--- src/rtl/trig_pkg.sv ---
package trig_pkg;

  typedef enum logic [2:0] {
    KIND_VALUE   = 3'd0,
    KIND_MASK    = 3'd1,
    KIND_SIGCTRL = 3'd2,
    KIND_COMBINE = 3'd3,
    KIND_LIMIT   = 3'd4,
    KIND_DEPTH   = 3'd5,
    KIND_IMMED   = 3'd6
  } cfgKind_e;

  localparam logic [2:0] OP_EQ = 3'd0;
  localparam logic [2:0] OP_NE = 3'd1;
  localparam logic [2:0] OP_GT = 3'd2;
  localparam logic [2:0] OP_GE = 3'd3;
  localparam logic [2:0] OP_LT = 3'd4;
  localparam logic [2:0] OP_LE = 3'd5;

  // strobes from control to datapath
  typedef struct packed {
    logic clearStage;
    logic advanceStage;
    logic countTick;
  } seqCtrl_t;

  // status from datapath to control
  typedef struct packed {
    logic stageHit;
    logic stageLast;
    logic stageExpired;
    logic immediate;
  } seqStat_t;

endpackage

--- src/rtl/trig_datapath.sv ---
module trig_datapath
  import trig_pkg::*;
#(
  parameter int NUM_SIG    = 2,
  parameter int SIG_W      = 8,
  parameter int MAX_STAGES = 4,
  parameter int TMO_W      = 12,
  parameter int CFG_W      = 16,
  localparam int STG_W     = (MAX_STAGES > 1) ? $clog2(MAX_STAGES) : 1,
  localparam int SIG_IDX_W = (NUM_SIG > 1) ? $clog2(NUM_SIG) : 1,
  localparam int DEPTH_W   = $clog2(MAX_STAGES + 1)
) (
  input  logic                     clk,
  input  logic                     rstN,
  input  logic                     cfgWe,
  input  logic [2:0]               cfgKind,
  input  logic [STG_W-1:0]         cfgStage,
  input  logic [SIG_IDX_W-1:0]     cfgSig,
  input  logic [CFG_W-1:0]         cfgData,
  input  logic [NUM_SIG*SIG_W-1:0] probeBus,
  input  seqCtrl_t                 ctrl,
  output seqStat_t                 stat
);

  logic [SIG_W-1:0]   valR  [MAX_STAGES][NUM_SIG];
  logic [SIG_W-1:0]   maskR [MAX_STAGES][NUM_SIG];
  logic [2:0]         opR   [MAX_STAGES][NUM_SIG];
  logic [NUM_SIG-1:0] enR   [MAX_STAGES];
  logic [TMO_W-1:0]   limitR[MAX_STAGES];
  logic [MAX_STAGES-1:0] orModeR;
  logic [DEPTH_W-1:0] depthR;
  logic               immedR;

  logic [STG_W-1:0]   stageIdx;
  logic [TMO_W-1:0]   cycCnt;

  logic stageOk, sigOk;
  assign stageOk = 32'(cfgStage) < MAX_STAGES;
  assign sigOk   = 32'(cfgSig) < NUM_SIG;

  // configuration registers
  always_ff @(posedge clk or negedge rstN) begin
    if (!rstN) begin
      for (int s = 0; s < MAX_STAGES; s++) begin
        for (int i = 0; i < NUM_SIG; i++) begin
          valR[s][i]  <= '0;
          maskR[s][i] <= '0;
          opR[s][i]   <= OP_EQ;
        end
        enR[s]    <= '0;
        limitR[s] <= '0;
      end
      orModeR <= '0;
      depthR  <= DEPTH_W'(MAX_STAGES);
      immedR  <= 1'b0;
    end else if (cfgWe) begin
      case (cfgKind_e'(cfgKind))
        KIND_VALUE:   if (stageOk && sigOk) valR[cfgStage][cfgSig]  <= cfgData[SIG_W-1:0];
        KIND_MASK:    if (stageOk && sigOk) maskR[cfgStage][cfgSig] <= cfgData[SIG_W-1:0];
        KIND_SIGCTRL: if (stageOk && sigOk) begin
          enR[cfgStage][cfgSig] <= cfgData[0];
          opR[cfgStage][cfgSig] <= cfgData[3:1];
        end
        KIND_COMBINE: if (stageOk) orModeR[cfgStage] <= cfgData[0];
        KIND_LIMIT:   if (stageOk) limitR[cfgStage]  <= cfgData[TMO_W-1:0];
        KIND_DEPTH: begin
          if (cfgData == '0)
            depthR <= DEPTH_W'(1);
          else if (cfgData > CFG_W'(MAX_STAGES))
            depthR <= DEPTH_W'(MAX_STAGES);
          else
            depthR <= cfgData[DEPTH_W-1:0];
        end
        KIND_IMMED:   immedR <= cfgData[0];
        default: ;
      endcase
    end
  end

  // per-signal comparators for the current stage
  logic [NUM_SIG-1:0] sigHit;
  logic [NUM_SIG-1:0] sigEn;
  assign sigEn = enR[stageIdx];

  for (genvar g = 0; g < NUM_SIG; g++) begin : gCmp
    logic [SIG_W-1:0] probe, cmpVal, careBits;
    logic [2:0]       op;
    assign probe    = probeBus[g*SIG_W +: SIG_W];
    assign cmpVal   = valR[stageIdx][g];
    assign careBits = ~maskR[stageIdx][g];
    assign op       = opR[stageIdx][g];
    always_comb begin
      case (op)
        OP_EQ:   sigHit[g] = ((probe ^ cmpVal) & careBits) == '0;
        OP_NE:   sigHit[g] = ((probe ^ cmpVal) & careBits) != '0;
        OP_GT:   sigHit[g] = probe >  cmpVal;
        OP_GE:   sigHit[g] = probe >= cmpVal;
        OP_LT:   sigHit[g] = probe <  cmpVal;
        OP_LE:   sigHit[g] = probe <= cmpVal;
        default: sigHit[g] = 1'b0;
      endcase
    end
  end

  logic andRes, orRes;
  assign andRes = &(sigHit | ~sigEn);
  assign orRes  = |(sigHit & sigEn);

  // any signal enabled among the active stages
  logic anyEnabled;
  always_comb begin
    anyEnabled = 1'b0;
    for (int s = 0; s < MAX_STAGES; s++)
      if (s < int'(depthR)) anyEnabled = anyEnabled | (|enR[s]);
  end

  logic [TMO_W-1:0] curLimit;
  assign curLimit = limitR[stageIdx];

  assign stat.stageHit     = orModeR[stageIdx] ? orRes : andRes;
  assign stat.stageLast    = (DEPTH_W'(stageIdx) + DEPTH_W'(1)) == depthR;
  assign stat.stageExpired = (curLimit != '0) && (cycCnt == curLimit - TMO_W'(1));
  assign stat.immediate    = immedR | ~anyEnabled;

  // stage pointer and per-stage cycle counter
  always_ff @(posedge clk or negedge rstN) begin
    if (!rstN) begin
      stageIdx <= '0;
      cycCnt   <= '0;
    end else if (ctrl.clearStage) begin
      stageIdx <= '0;
      cycCnt   <= '0;
    end else if (ctrl.advanceStage) begin
      stageIdx <= stageIdx + STG_W'(1);
      cycCnt   <= '0;
    end else if (ctrl.countTick) begin
      cycCnt   <= cycCnt + TMO_W'(1);
    end
  end

endmodule

--- src/rtl/trig_control.sv ---
module trig_control
  import trig_pkg::*;
(
  input  logic     clk,
  input  logic     rstN,
  input  logic     arm,
  input  seqStat_t stat,
  output seqCtrl_t ctrl,
  output logic     trigPulse,
  output logic     busy,
  output logic     timeoutFlag
);

  typedef enum logic {S_IDLE, S_RUN} seqState_e;
  seqState_e state, stateNext;
  logic fireNext, tmoSet, tmoClr;

  always_comb begin
    ctrl      = '0;
    stateNext = state;
    fireNext  = 1'b0;
    tmoSet    = 1'b0;
    tmoClr    = 1'b0;
    if (arm) begin
      ctrl.clearStage = 1'b1;
      tmoClr          = 1'b1;
      if (stat.immediate) begin
        fireNext  = 1'b1;
        stateNext = S_IDLE;
      end else begin
        stateNext = S_RUN;
      end
    end else if (state == S_RUN) begin
      if (stat.stageHit) begin
        if (stat.stageLast) begin
          fireNext  = 1'b1;
          stateNext = S_IDLE;
        end else begin
          ctrl.advanceStage = 1'b1;
        end
      end else if (stat.stageExpired) begin
        tmoSet    = 1'b1;
        stateNext = S_IDLE;
      end else begin
        ctrl.countTick = 1'b1;
      end
    end
  end

  always_ff @(posedge clk or negedge rstN) begin
    if (!rstN) begin
      state       <= S_IDLE;
      trigPulse   <= 1'b0;
      timeoutFlag <= 1'b0;
    end else begin
      state     <= stateNext;
      trigPulse <= fireNext;
      if (tmoClr)      timeoutFlag <= 1'b0;
      else if (tmoSet) timeoutFlag <= 1'b1;
    end
  end

  assign busy = (state == S_RUN);

endmodule

--- src/rtl/trig_seq_unit.sv ---
module trig_seq_unit
  import trig_pkg::*;
#(
  parameter int NUM_SIG    = 2,
  parameter int SIG_W      = 8,
  parameter int MAX_STAGES = 4,
  parameter int TMO_W      = 12,
  parameter int CFG_W      = 16,
  localparam int STG_W     = (MAX_STAGES > 1) ? $clog2(MAX_STAGES) : 1,
  localparam int SIG_IDX_W = (NUM_SIG > 1) ? $clog2(NUM_SIG) : 1
) (
  input  logic                     clk,
  input  logic                     rstN,
  input  logic                     cfgWe,
  input  logic [2:0]               cfgKind,
  input  logic [STG_W-1:0]         cfgStage,
  input  logic [SIG_IDX_W-1:0]     cfgSig,
  input  logic [CFG_W-1:0]         cfgData,
  input  logic                     arm,
  input  logic [NUM_SIG*SIG_W-1:0] probeBus,
  output logic                     trigPulse,
  output logic                     busy,
  output logic                     timeoutFlag
);

  seqCtrl_t ctrl;
  seqStat_t stat;

  trig_datapath #(
    .NUM_SIG(NUM_SIG), .SIG_W(SIG_W), .MAX_STAGES(MAX_STAGES),
    .TMO_W(TMO_W), .CFG_W(CFG_W)
  ) i_datapath (
    .clk(clk), .rstN(rstN),
    .cfgWe(cfgWe), .cfgKind(cfgKind), .cfgStage(cfgStage),
    .cfgSig(cfgSig), .cfgData(cfgData),
    .probeBus(probeBus), .ctrl(ctrl), .stat(stat)
  );

  trig_control i_control (
    .clk(clk), .rstN(rstN), .arm(arm), .stat(stat), .ctrl(ctrl),
    .trigPulse(trigPulse), .busy(busy), .timeoutFlag(timeoutFlag)
  );

endmodule

--- config.mk ---
export PLATFORM = sky130hd
export DESIGN_NAME = trig_seq_unit
export DESIGN_NICKNAME = d
export VERILOG_FILES = /design/src/rtl/trig_pkg.sv /design/src/rtl/trig_datapath.sv /design/src/rtl/trig_control.sv /design/src/rtl/trig_seq_unit.sv
export SDC_FILE = /design/constraint.sdc
export NUM_CORES = 1
export LEC_CHECK = 0
export BUFFER_PORTS_ARGS = -buffer_cell sky130_fd_sc_hd__buf_4
export CELL_PAD_IN_SITES_DETAIL_PLACEMENT = 2
export CELL_PAD_IN_SITES_GLOBAL_PLACEMENT = 2
export CORE_ASPECT_RATIO = 1.75
export CORE_MARGIN = 3
export CORE_UTILIZATION = 40
export CTS_BUF_LIST = sky130_fd_sc_hd__clkbuf_16
export DETAILED_ROUTE_END_ITERATION = 6
export PLACE_DENSITY = 0.85
export SYNTH_ARGS = -nofsm -noshare
export SYNTH_HDL_FRONTEND = slang
export SYNTH_SLANG_ARGS = --single-unit
--- constraint.sdc ---
create_clock -name clk -period 4.7 [get_ports clk]
set_clock_uncertainty 0.05 [all_clocks]
set_input_delay 0.235 -clock clk [delete_from_list [all_inputs] [get_ports clk]]
set_output_delay 0.235 -clock clk [all_outputs]
set_load 0.1 [all_outputs]
Word level (Yosys, flattened, before mapping)
Cells that the tools add are included.
- word-level logic and storage cells: 207
- output and inout bits: 3
- register bits: 233
- bitwise operators: 17
- reductions and logical operators: 30
- eq/ne operators: 18
- multiplexer cells: 75
- $add $sub $neg: 4
- order comparisons: 23
- operators with widths (cell ; count):
    $bwmux 64 ; 2
    $mux 16 ; 5
    $mux 12 ; 6
    $bmux 16 s2 ; 2
    $bwmux 48 ; 1
    $demux 16 s2 ; 1
    $mux 1 ; 28
    $bmux 12 s2 ; 1
    $bwmux 24 ; 1
    $demux 12 s2 ; 1
    $eq 3x3->1 const B ; 7
    $eq 3x2->1 const B ; 6
    $mux 6 ; 3
    $and 8x8->8 ; 2
    $ge 8x8->1 ; 2
    $gt 16x3->1 const B ; 1
    $gt 8x8->1 ; 2
    $le 8x8->1 ; 2
    $logic_not 16->1 ; 1
    $logic_not 8->1 ; 2
    $lt 8x8->1 ; 2
    $not 8->8 ; 2
    $reduce_and 2->1 ; 8
    $reduce_bool 8->1 ; 2
    46 further kinds ; 77

Longest topological paths before layout
Gate-level depths: netlist (run 1).
- word-level depth: 17
- depth in mapped cells: 19
- mapped depth without buffers: 12

Hierarchy
From an unflattened synthesis (run 1), not the netlist that was laid out.
- cells, all modules: 876
- area, all modules: 11552.3 um^2
- modules (own cells, without submodules) (module ; seq. area each (um^2) ; area each (um^2) ; times used ; cells each):
    trig_datapath ; 5756.8 ; 11378.4 ; 1 ; 860
    trig_control ; 75.1 ; 173.9 ; 1 ; 16

Worst setup path before layout (run 1)
Ideal clock, no wire load.
- path kind: flip-flop to flip-flop
- from: register i_datapath.stageIdx[0]
- to: register i_datapath.cycCnt[11]
- path buffers: 6
- arrival: 4521 ps
- clock period less this slack: 4651 ps
- required time: 4571 ps
- path slack: 49 ps
- stages on the path, launching flop included: 18
- cell sequence: dfrtp_1 > buf_6 > buf_2 > buf_2 > buf_2 > buf_1 > mux4_2 > inv_1 > ha_1 > and4_1 > a21boi_0 > o31a_1 > nor3_1 > a32oi_1 > and4_1 > buf_2 > nor4_1 > mux2i_1
- word-level cells in the longest chain between the ends: 16
- elaborated cells between the ends (all ways): 71
- RTL lines (item ; line ; text):
    from (decl) ; trig_datapath.sv:34 ; logic [STG_W-1:0] stageIdx;
    from (signal assigned) ; trig_datapath.sv:134 ; stageIdx <= stageIdx + STG_W'(1);
    parallel branches: the longest is 12 deep, another holds $le 8x8->1 ; -- ;
    $mux 2 (*) ; trig_control.sv:33 ; end else if (state == S_RUN) begin
    $mux 2 (*) ; trig_control.sv:24 ; if (arm) begin
    $mux 12 ; trig_datapath.sv:133 ; end else if (ctrl.advanceStage) begin
    $mux 12 ; trig_datapath.sv:130 ; end else if (ctrl.clearStage) begin
    to (signal assigned) ; trig_datapath.sv:137 ; cycCnt <= cycCnt + TMO_W'(1);
    to (decl) ; trig_datapath.sv:35 ; logic [TMO_W-1:0] cycCnt;
Every way passes the cells marked *. The select of a mux whose other input is x is not followed.
A chain may end at the register's enable or synchronous reset.

Worst setup path after layout (run 1)
- from: register i_datapath.stageIdx[0]
- to: register i_datapath.cycCnt[7]
The elaborated chain is that of the path after synthesis.

==> results.sh, run 1 <==
export IMPL_antennaDiodeCount=0
export IMPL_clkSlewWorstSetupHoldPaths_ps=70
export IMPL_hold_depth=2
export IMPL_drt_iter0_markers=345
export IMPL_syn_area_mm2=0.0120
export IMPL_worst_hold_path_type="primary input to flop"
export IMPL_clock_sinks=233
export IMPL_final_cell_mix="sky130_fd_sc_hd__dfrtp_1 (230), sky130_fd_sc_hd__mux2_2 (210), sky130_fd_sc_hd__buf_4 (55), sky130_fd_sc_hd__nand2_1 (49), sky130_fd_sc_hd__nor2_1 (41)"
export IMPL_fin_worst_hold_slack_ps=94.7
export IMPL_worst_setup_path_start_kind="flop"
export IMPL_p_int_uw=3970
export IMPL_global_route_peak_usage_layer="met2"
export IMPL_power_frac_comb_pct=28.2
export IMPL_min_period_ps=4460
export IMPL_mostFrequentLayoutCell="sky130_fd_sc_hd__dfrtp_1"
export IMPL_length_in_cells_of_the_worst_reg_to_reg_path=11
export IMPL_pin_count=45
export IMPL_placement_io_buffers=44
export IMPL_postSynthNetCount=1009
export IMPL_drcViolationCount=0
export IMPL_cts_htree_levels=1
export IMPL_global_route_usage_met2_pct=43.1
export IMPL_final_layout_size_suffix_gt1_share_pct=34.5
export IMPL_route_detailed_vias_per_inst=5.87
export IMPL_timing_worst_setup_path_type="flop to flop"
export IMPL_cts_buffers=23
export IMPL_die_x_um=137
export IMPL_report_final_hold_viol_count=0
export IMPL_power_switching_uw=1930
export IMPL_power_total_uw=5900
export IMPL_fin_util_pct=45.7
export IMPL_grt_first_pass_wirelength_mm=58.3
export IMPL_detail_route_first_pass_iterations=4
export IMPL_vdd_ir_drop_max_mv=0.272
export IMPL_worstPathRequired_ps=5080
export IMPL_rsz_0062_raised_after_global_routing="false"
export IMPL_core_area_mm2=0.0294
export IMPL_gp_congestion=0.850
export IMPL_grt_antenna_before_repair=1
export IMPL_synth_warning_count=0
export IMPL_cts_root_buffer_cell="sky130_fd_sc_hd__clkbuf_16"
export IMPL_nNetsFinal=1042
export IMPL_netSwitchingFraction_pct=32.7
export IMPL_first_global_vias=9676
export IMPL_postSynth_asyncResetShare_pct=100
export IMPL_final_worst_path_cycle_share_pct=94.8
export IMPL_post_cts_setup_buffers=0
export IMPL_met1_usage_pct=26.7
export IMPL_groute_layer_met3_usage_pct=2.76
export IMPL_post_synth_inst_count=941
export IMPL_fmax_ghz=0.224
export IMPL_fillers=2883
export IMPL_p_per_area_mw_per_mm2=439
export IMPL_ys_seq_elements=233
export IMPL_clockBufferDepth=3
export IMPL_max_slew_margin_rel_pct=36.7
export IMPL_power_frac_seq_pct=42.2
export IMPL_critical_path_peak_fanout=22
export IMPL_status="complete, no violations"
export IMPL_tightestPinTransition_ps=946
export IMPL_place_detailed_hpwl_mm=24.3
export IMPL_row_count=83
export IMPL_grt_ovfl_total=0
export IMPL_leakage_dissipation_uw=0.00591
export IMPL_route_antenna_remaining_nets=0
export IMPL_clock_tree_from_tritoncts="built"
export IMPL_finalMaxSlewViolations=0
export IMPL_finalSetupViolations=0
export IMPL_part_of_the_total_power_dissipated_in_the_clock_network_pct=29.6
export IMPL_arrival_ps=4840
export IMPL_tns_ps=0
export IMPL_grt_start_max_net_pins=120
export IMPL_route_vias_total=8055
export IMPL_design_die_area_mm2=0.0321
export IMPL_synth_seq_area_share_pct=48.7
export IMPL_sum_of_routed_wire_length_over_all_layers_mm=36.3
export IMPL_initial_core_util_pct=40.8
export IMPL_grt_util_all_layers_pct=23.5
export IMPL_critPathCaptureType="flop"
export IMPL_synth_edff_count=0
export IMPL_insertion_delay_ps=540
export IMPL_area_growth_syn_to_layout_pct=12.1
export IMPL_maxCapViolCount=0
export IMPL_die_h_um=235
export IMPL_detail_route_wl_per_cell_um=26.5
export IMPL_synth_top_flop_cell="sky130_fd_sc_hd__dfrtp_1"
export IMPL_synth_distinct_cells=58
export IMPL_syn_area_per_cell_um2=12.7
[through the flow]
stage / instances / area (µm²) / setup slack [ps]
5_1_grt: 1372 / 13400 / 16.6
3_3_place_gp: 1325 / 12700 / 524
3_5_place_dp: 1325 / 12700 / 357
2_1_floorplan: 941 / 12000 / 49.3
4_1_cts: 1372 / 13400 / 273
6_report: 1372 / 13400 / 242
[sequential cells by signal, indices dropped and copies added, names as in the netlist]
register and flops:
i_datapath.valR 64, i_datapath.stageIdx 2, i_control.timeoutFlag 1, i_datapath.immedR 1, i_datapath.limitR 48, i_datapath.maskR 64
i_datapath.depthR 3, i_datapath.cycCnt 12, i_datapath.enR 8, i_control.busy 1, i_datapath.opR 24, i_control.trigPulse 1
i_datapath.orModeR 4
[power by group through the flow]
stage,clock (µW),sequential (µW),combinational (µW)
floorplan,0,2440,1170
global placement,0,2480,1530
detailed placement,0,2520,1620
CTS,1790,2490,1670
global route,1880,2530,1820
finish,1750,2490,1660
[kinds of logic (layout without fill, tap and decap cells)]
family / Yosys count / in the layout / share of synthesized area (%)
mux: 280 / 280 / 29.8
flops: 233 / 233 / 48.7
simple gates: 196 / 196 / 8.69
compound gates: 100 / 100 / 5.69
buf+inv: 87 / 136 / 3.05
fa+ha+maj: 26 / 26 / 2.72
xor+xnor: 19 / 19 / 1.39
[final cells by class]
cell class,count,area (µm²),share of cell area [%]
Timing Repair Buffer,64,528,3.93
Tap cell,382,478,3.56
Multi-Input combinational cell,621,5790,43.1
Clock inverter,18,106,0.792
Inverter,31,116,0.866
Clock buffer,23,576,4.28
Sequential cell,233,5840,43.5
[worst paths after layout]
path                                        start                   end  slack, ps
min in group asynchronous                    rstN    i_datapath.opR[13]        360
max in group asynchronous                    rstN   i_datapath.valR[27]       3070
setup / recovery           i_datapath.stageIdx[0]  i_datapath.cycCnt[7]        240
hold / removal                         cfgData[1]     i_datapath.opR[3]         90
hold reg to reg               i_datapath.valR[57]   i_datapath.valR[57]        440
setup reg to reg           i_datapath.stageIdx[0]  i_datapath.cycCnt[7]        240
[Yosys cell counts, types with 14 or more instances]
master	count	area (µm²)
sky130_fd_sc_hd__nand3_1	16	80.1
sky130_fd_sc_hd__ha_1	26	325
sky130_fd_sc_hd__dfrtp_1	232	5810
sky130_fd_sc_hd__a21oi_1	14	70.1
sky130_fd_sc_hd__nor2_1	41	154
sky130_fd_sc_hd__mux4_2	35	788
sky130_fd_sc_hd__nor3_1	16	80.1
sky130_fd_sc_hd__o211ai_1	14	105
sky130_fd_sc_hd__mux2_2	210	2360
sky130_fd_sc_hd__o21ai_0	23	115
sky130_fd_sc_hd__inv_1	31	116
sky130_fd_sc_hd__mux2i_1	31	310
sky130_fd_sc_hd__nand2_1	49	184
sky130_fd_sc_hd__clkbuf_1	30	113
sky130_fd_sc_hd__xnor2_1	14	123
[critical path: stages, from the launching register on]
cell,delay (ps)
sky130_fd_sc_hd__dfrtp_4,580
sky130_fd_sc_hd__mux4_2,540
sky130_fd_sc_hd__inv_1,90
sky130_fd_sc_hd__ha_1,260
sky130_fd_sc_hd__a211oi_1,330
sky130_fd_sc_hd__nor4b_1,110
sky130_fd_sc_hd__o21ai_0,310
sky130_fd_sc_hd__mux2i_1,550
sky130_fd_sc_hd__a32oi_1,240
sky130_fd_sc_hd__and4_1,540
sky130_fd_sc_hd__nor4_1,480
sky130_fd_sc_hd__mux2i_1,250
[per-layer routing]
layer / wire length (µm) / share of wire (%) / vias up
li1: - / - / 3533
met1: 13300 / 37 / 4290
met2: 20300 / 56 / 149
met3: 998 / 2.7 / 83
met4: 1750 / 4.8 / 0
met5: 0 / 0 / -
[timing repair]
item / 4_1_cts / 5_1_grt
endpoints found under the hold margin: 135 / 0
resized for setup: 0 / 0
endpoints found under the setup margin: 0 / 0
hold buffers: 6 / 0
Power figures use the tool's default switching activity.
==> inputs of run 2 (changes only) <==
--- a/config.mk
+++ b/config.mk
@@ -10,10 +10,10 @@
 export CELL_PAD_IN_SITES_GLOBAL_PLACEMENT = 2
 export CORE_ASPECT_RATIO = 1.75
 export CORE_MARGIN = 3
-export CORE_UTILIZATION = 40
-export CTS_BUF_LIST = sky130_fd_sc_hd__clkbuf_16
+export CORE_UTILIZATION = 41
+export CTS_BUF_LIST = sky130_fd_sc_hd__clkbuf_8
 export DETAILED_ROUTE_END_ITERATION = 6
-export PLACE_DENSITY = 0.85
+export PLACE_DENSITY = 0.86
 export SYNTH_ARGS = -nofsm -noshare
 export SYNTH_HDL_FRONTEND = slang
 export SYNTH_SLANG_ARGS = --single-unit
==> run 2 against run 1 <==
  * Flip-flop and latch count unchanged
  * Largest cell class unchanged
  * Hold slack got worse by 48 ps
  * Register-to-register slack barely moved
==> results.sh, run 2 (synthesis gave the netlist of run 1 again) <==
export IMPL_dp_slack_ps=207
export IMPL_worst_setup_path_start_kind="flop"
export IMPL_clockBufferDepth=3
export IMPL_finalSetupViolations=0
export IMPL_route_antenna_remaining_nets=0
export IMPL_nNetsFinal=1060
export IMPL_clkSlewWorstSetupHoldPaths_ps=80
export IMPL_pin_count=45
export IMPL_area_growth_syn_to_layout_pct=13.1
export IMPL_part_of_the_total_power_dissipated_in_the_clock_network_pct=30.8
export IMPL_tns_ps=0
export IMPL_tightestPinTransition_ps=998
export IMPL_timing_critical_path_to="i_datapath.cycCnt[0]"
export IMPL_r2r_setup_slack_ps=250
export IMPL_route_detailed_vias_per_inst=6.06
export IMPL_route_vias_total=8485
export IMPL_design_die_area_mm2=0.0314
export IMPL_dpl_cell_count=1325
export IMPL_rsz_0062_raised_after_global_routing="false"
export IMPL_finalMaxSlewViolations=0
export IMPL_grt_ovfl_total=0
export IMPL_initial_core_util_pct=41.7
export IMPL_cts_htree_levels=2
export IMPL_power_frac_seq_pct=41.2
export IMPL_grt_start_max_net_pins=113
export IMPL_cts_root_buffer_cell="sky130_fd_sc_hd__clkbuf_8"
export IMPL_first_global_vias=10000
export IMPL_p_per_area_mw_per_mm2=451
export IMPL_drt_iter0_markers=407
export IMPL_clock_sinks=233
export IMPL_die_x_um=135
export IMPL_biggestRegsByFlops="i_datapath.maskR x64, i_datapath.valR x64, i_datapath.limitR x48"
export IMPL_core_area_mm2=0.0287
export IMPL_row_count=82
export IMPL_detail_route_first_pass_iterations=5
export IMPL_final_worst_path_cycle_share_pct=94.7
export IMPL_timing_worst_setup_path_type="flop to flop"
export IMPL_arrival_ps=4900
export IMPL_setup_worst_path_start="i_datapath.stageIdx[0]"
export IMPL_placement_io_buffers=44
export IMPL_report_final_hold_viol_count=0
export IMPL_final_cell_mix="sky130_fd_sc_hd__dfrtp_1 (230), sky130_fd_sc_hd__mux2_2 (210), sky130_fd_sc_hd__buf_4 (61), sky130_fd_sc_hd__nand2_1 (49), sky130_fd_sc_hd__clkbuf_8 (49)"
export IMPL_post_cts_setup_buffers=0
export IMPL_power_frac_comb_pct=28.0
export IMPL_max_slew_margin_rel_pct=33.5
export IMPL_length_in_cells_of_the_worst_reg_to_reg_path=11
export IMPL_status="complete, no violations"
export IMPL_final_layout_size_suffix_gt1_share_pct=37.1
export IMPL_maxCapViolCount=0
export IMPL_leakage_dissipation_uw=0.00601
export IMPL_place_detailed_hpwl_mm=26.0
export IMPL_netSwitchingFraction_pct=34.1
export IMPL_fmax_ghz=0.225
export IMPL_die_h_um=232
export IMPL_design_area_mm2=0.0136
export IMPL_worst_hold_path_type="primary input to flop"
export IMPL_dp_area_mm2=0.0127
export IMPL_rr_endpoint="i_datapath.cycCnt[0]"
export IMPL_sum_of_routed_wire_length_over_all_layers_mm=40.8
export IMPL_grt_util_all_layers_pct=26.8
export IMPL_clock_tree_from_tritoncts="built"
export IMPL_gp_congestion=0.842
export IMPL_vdd_ir_drop_max_mv=0.182
export IMPL_fin_ws_ps=249
export IMPL_grt_first_pass_wirelength_mm=64.1
export IMPL_detail_route_wl_per_cell_um=29.2
export IMPL_insertion_delay_ps=580
export IMPL_drcViolationCount=0
export IMPL_layoutNonFillerInstCount=1400
export IMPL_grt_antenna_before_repair=1
export IMPL_min_period_ps=4450
export IMPL_power_switching_uw=2090
export IMPL_cts_buffers=37
export IMPL_critPathCaptureType="flop"
export IMPL_fin_worst_hold_slack_ps=46.7
export IMPL_critical_path_peak_fanout=22
export IMPL_critical_path_reg2reg_startpoint="i_datapath.stageIdx[0]"
export IMPL_p_int_uw=4030
export IMPL_worstPathRequired_ps=5150
export IMPL_mostFrequentLayoutCell="sky130_fd_sc_hd__dfrtp_1"
-- run 2: cell count changes in the layout (fill, tap and decap cells not counted), sizes merged --
cell      before  now
clkinvlp       0    2
diode          0    1
clkinv        10    6
inv           38   41
buf           58   62
clkbuf        23   49
-- run 2: critical path, cell delays in order, from the launching register on --
cell	delay, ps
sky130_fd_sc_hd__dfrtp_4	670
sky130_fd_sc_hd__mux4_2	560
sky130_fd_sc_hd__inv_1	110
sky130_fd_sc_hd__ha_1	250
sky130_fd_sc_hd__a211oi_1	340
sky130_fd_sc_hd__nor4b_1	130
sky130_fd_sc_hd__o21ai_0	300
sky130_fd_sc_hd__mux2i_1	580
sky130_fd_sc_hd__a32oi_1	240
sky130_fd_sc_hd__and4_2	460
sky130_fd_sc_hd__or4_1	530
sky130_fd_sc_hd__a21oi_1	160
-- run 2: final cells by class --
type,count,area [µm²]
Antenna cell,1,2.50
Clock buffer,49,674
Clock inverter,19,113
Fill cell,2864,15200
Inverter,31,116
Multi-Input combinational cell,621,5800
Sequential cell,233,5840
Tap cell,378,473
Timing Repair Buffer,68,533
-- run 2: worst min-delay path by stage --
stage,depth (start not counted),end,from
after floorplan,0,i_control.busy,rstN
after global placement,1,i_datapath.opR[18],rstN
after detailed placement,1,i_datapath.opR[18],rstN
after CTS,3,i_datapath.immedR,cfgKind[2]
after global routing,3,i_datapath.immedR,cfgKind[2]
final,3,i_datapath.immedR,cfgKind[2]
-- run 2: repair_timing --
action / 4_1_cts / 5_1_grt
resized for setup: 0 / 1
hold endpoints to repair: 127 / 0
setup endpoints to repair: 0 / 5
hold buffers: 6 / 0
-- run 2: metal layers --
metal | track usage [%] | part of all wire (%) | up-vias
li1 | - | - | 3586
met4 | 11.7 | 4.4 | 0
met3 | 3.12 | 2.8 | 106
met2 | 49.1 | 55 | 225
met1 | 31.3 | 38 | 4568
met5 | 0 | 0 | -
-- run 2: metrics by stage --
stage	total power, µW	util [%]
floorplan	3620	-
global placement	4010	44.2
detailed placement	4170	44.2
CTS	6150	47.2
global route	6410	47.2
finish	6120	47.2
-- run 2: power by group through the flow --
stage	Combinational, µW	Clock [µW]	Sequential, µW
finish	1710	1880	2520
global route	1850	2020	2550
CTS	1710	1930	2520
detailed placement	1640	0	2530
global placement	1520	0	2490
floorplan	1170	0	2440
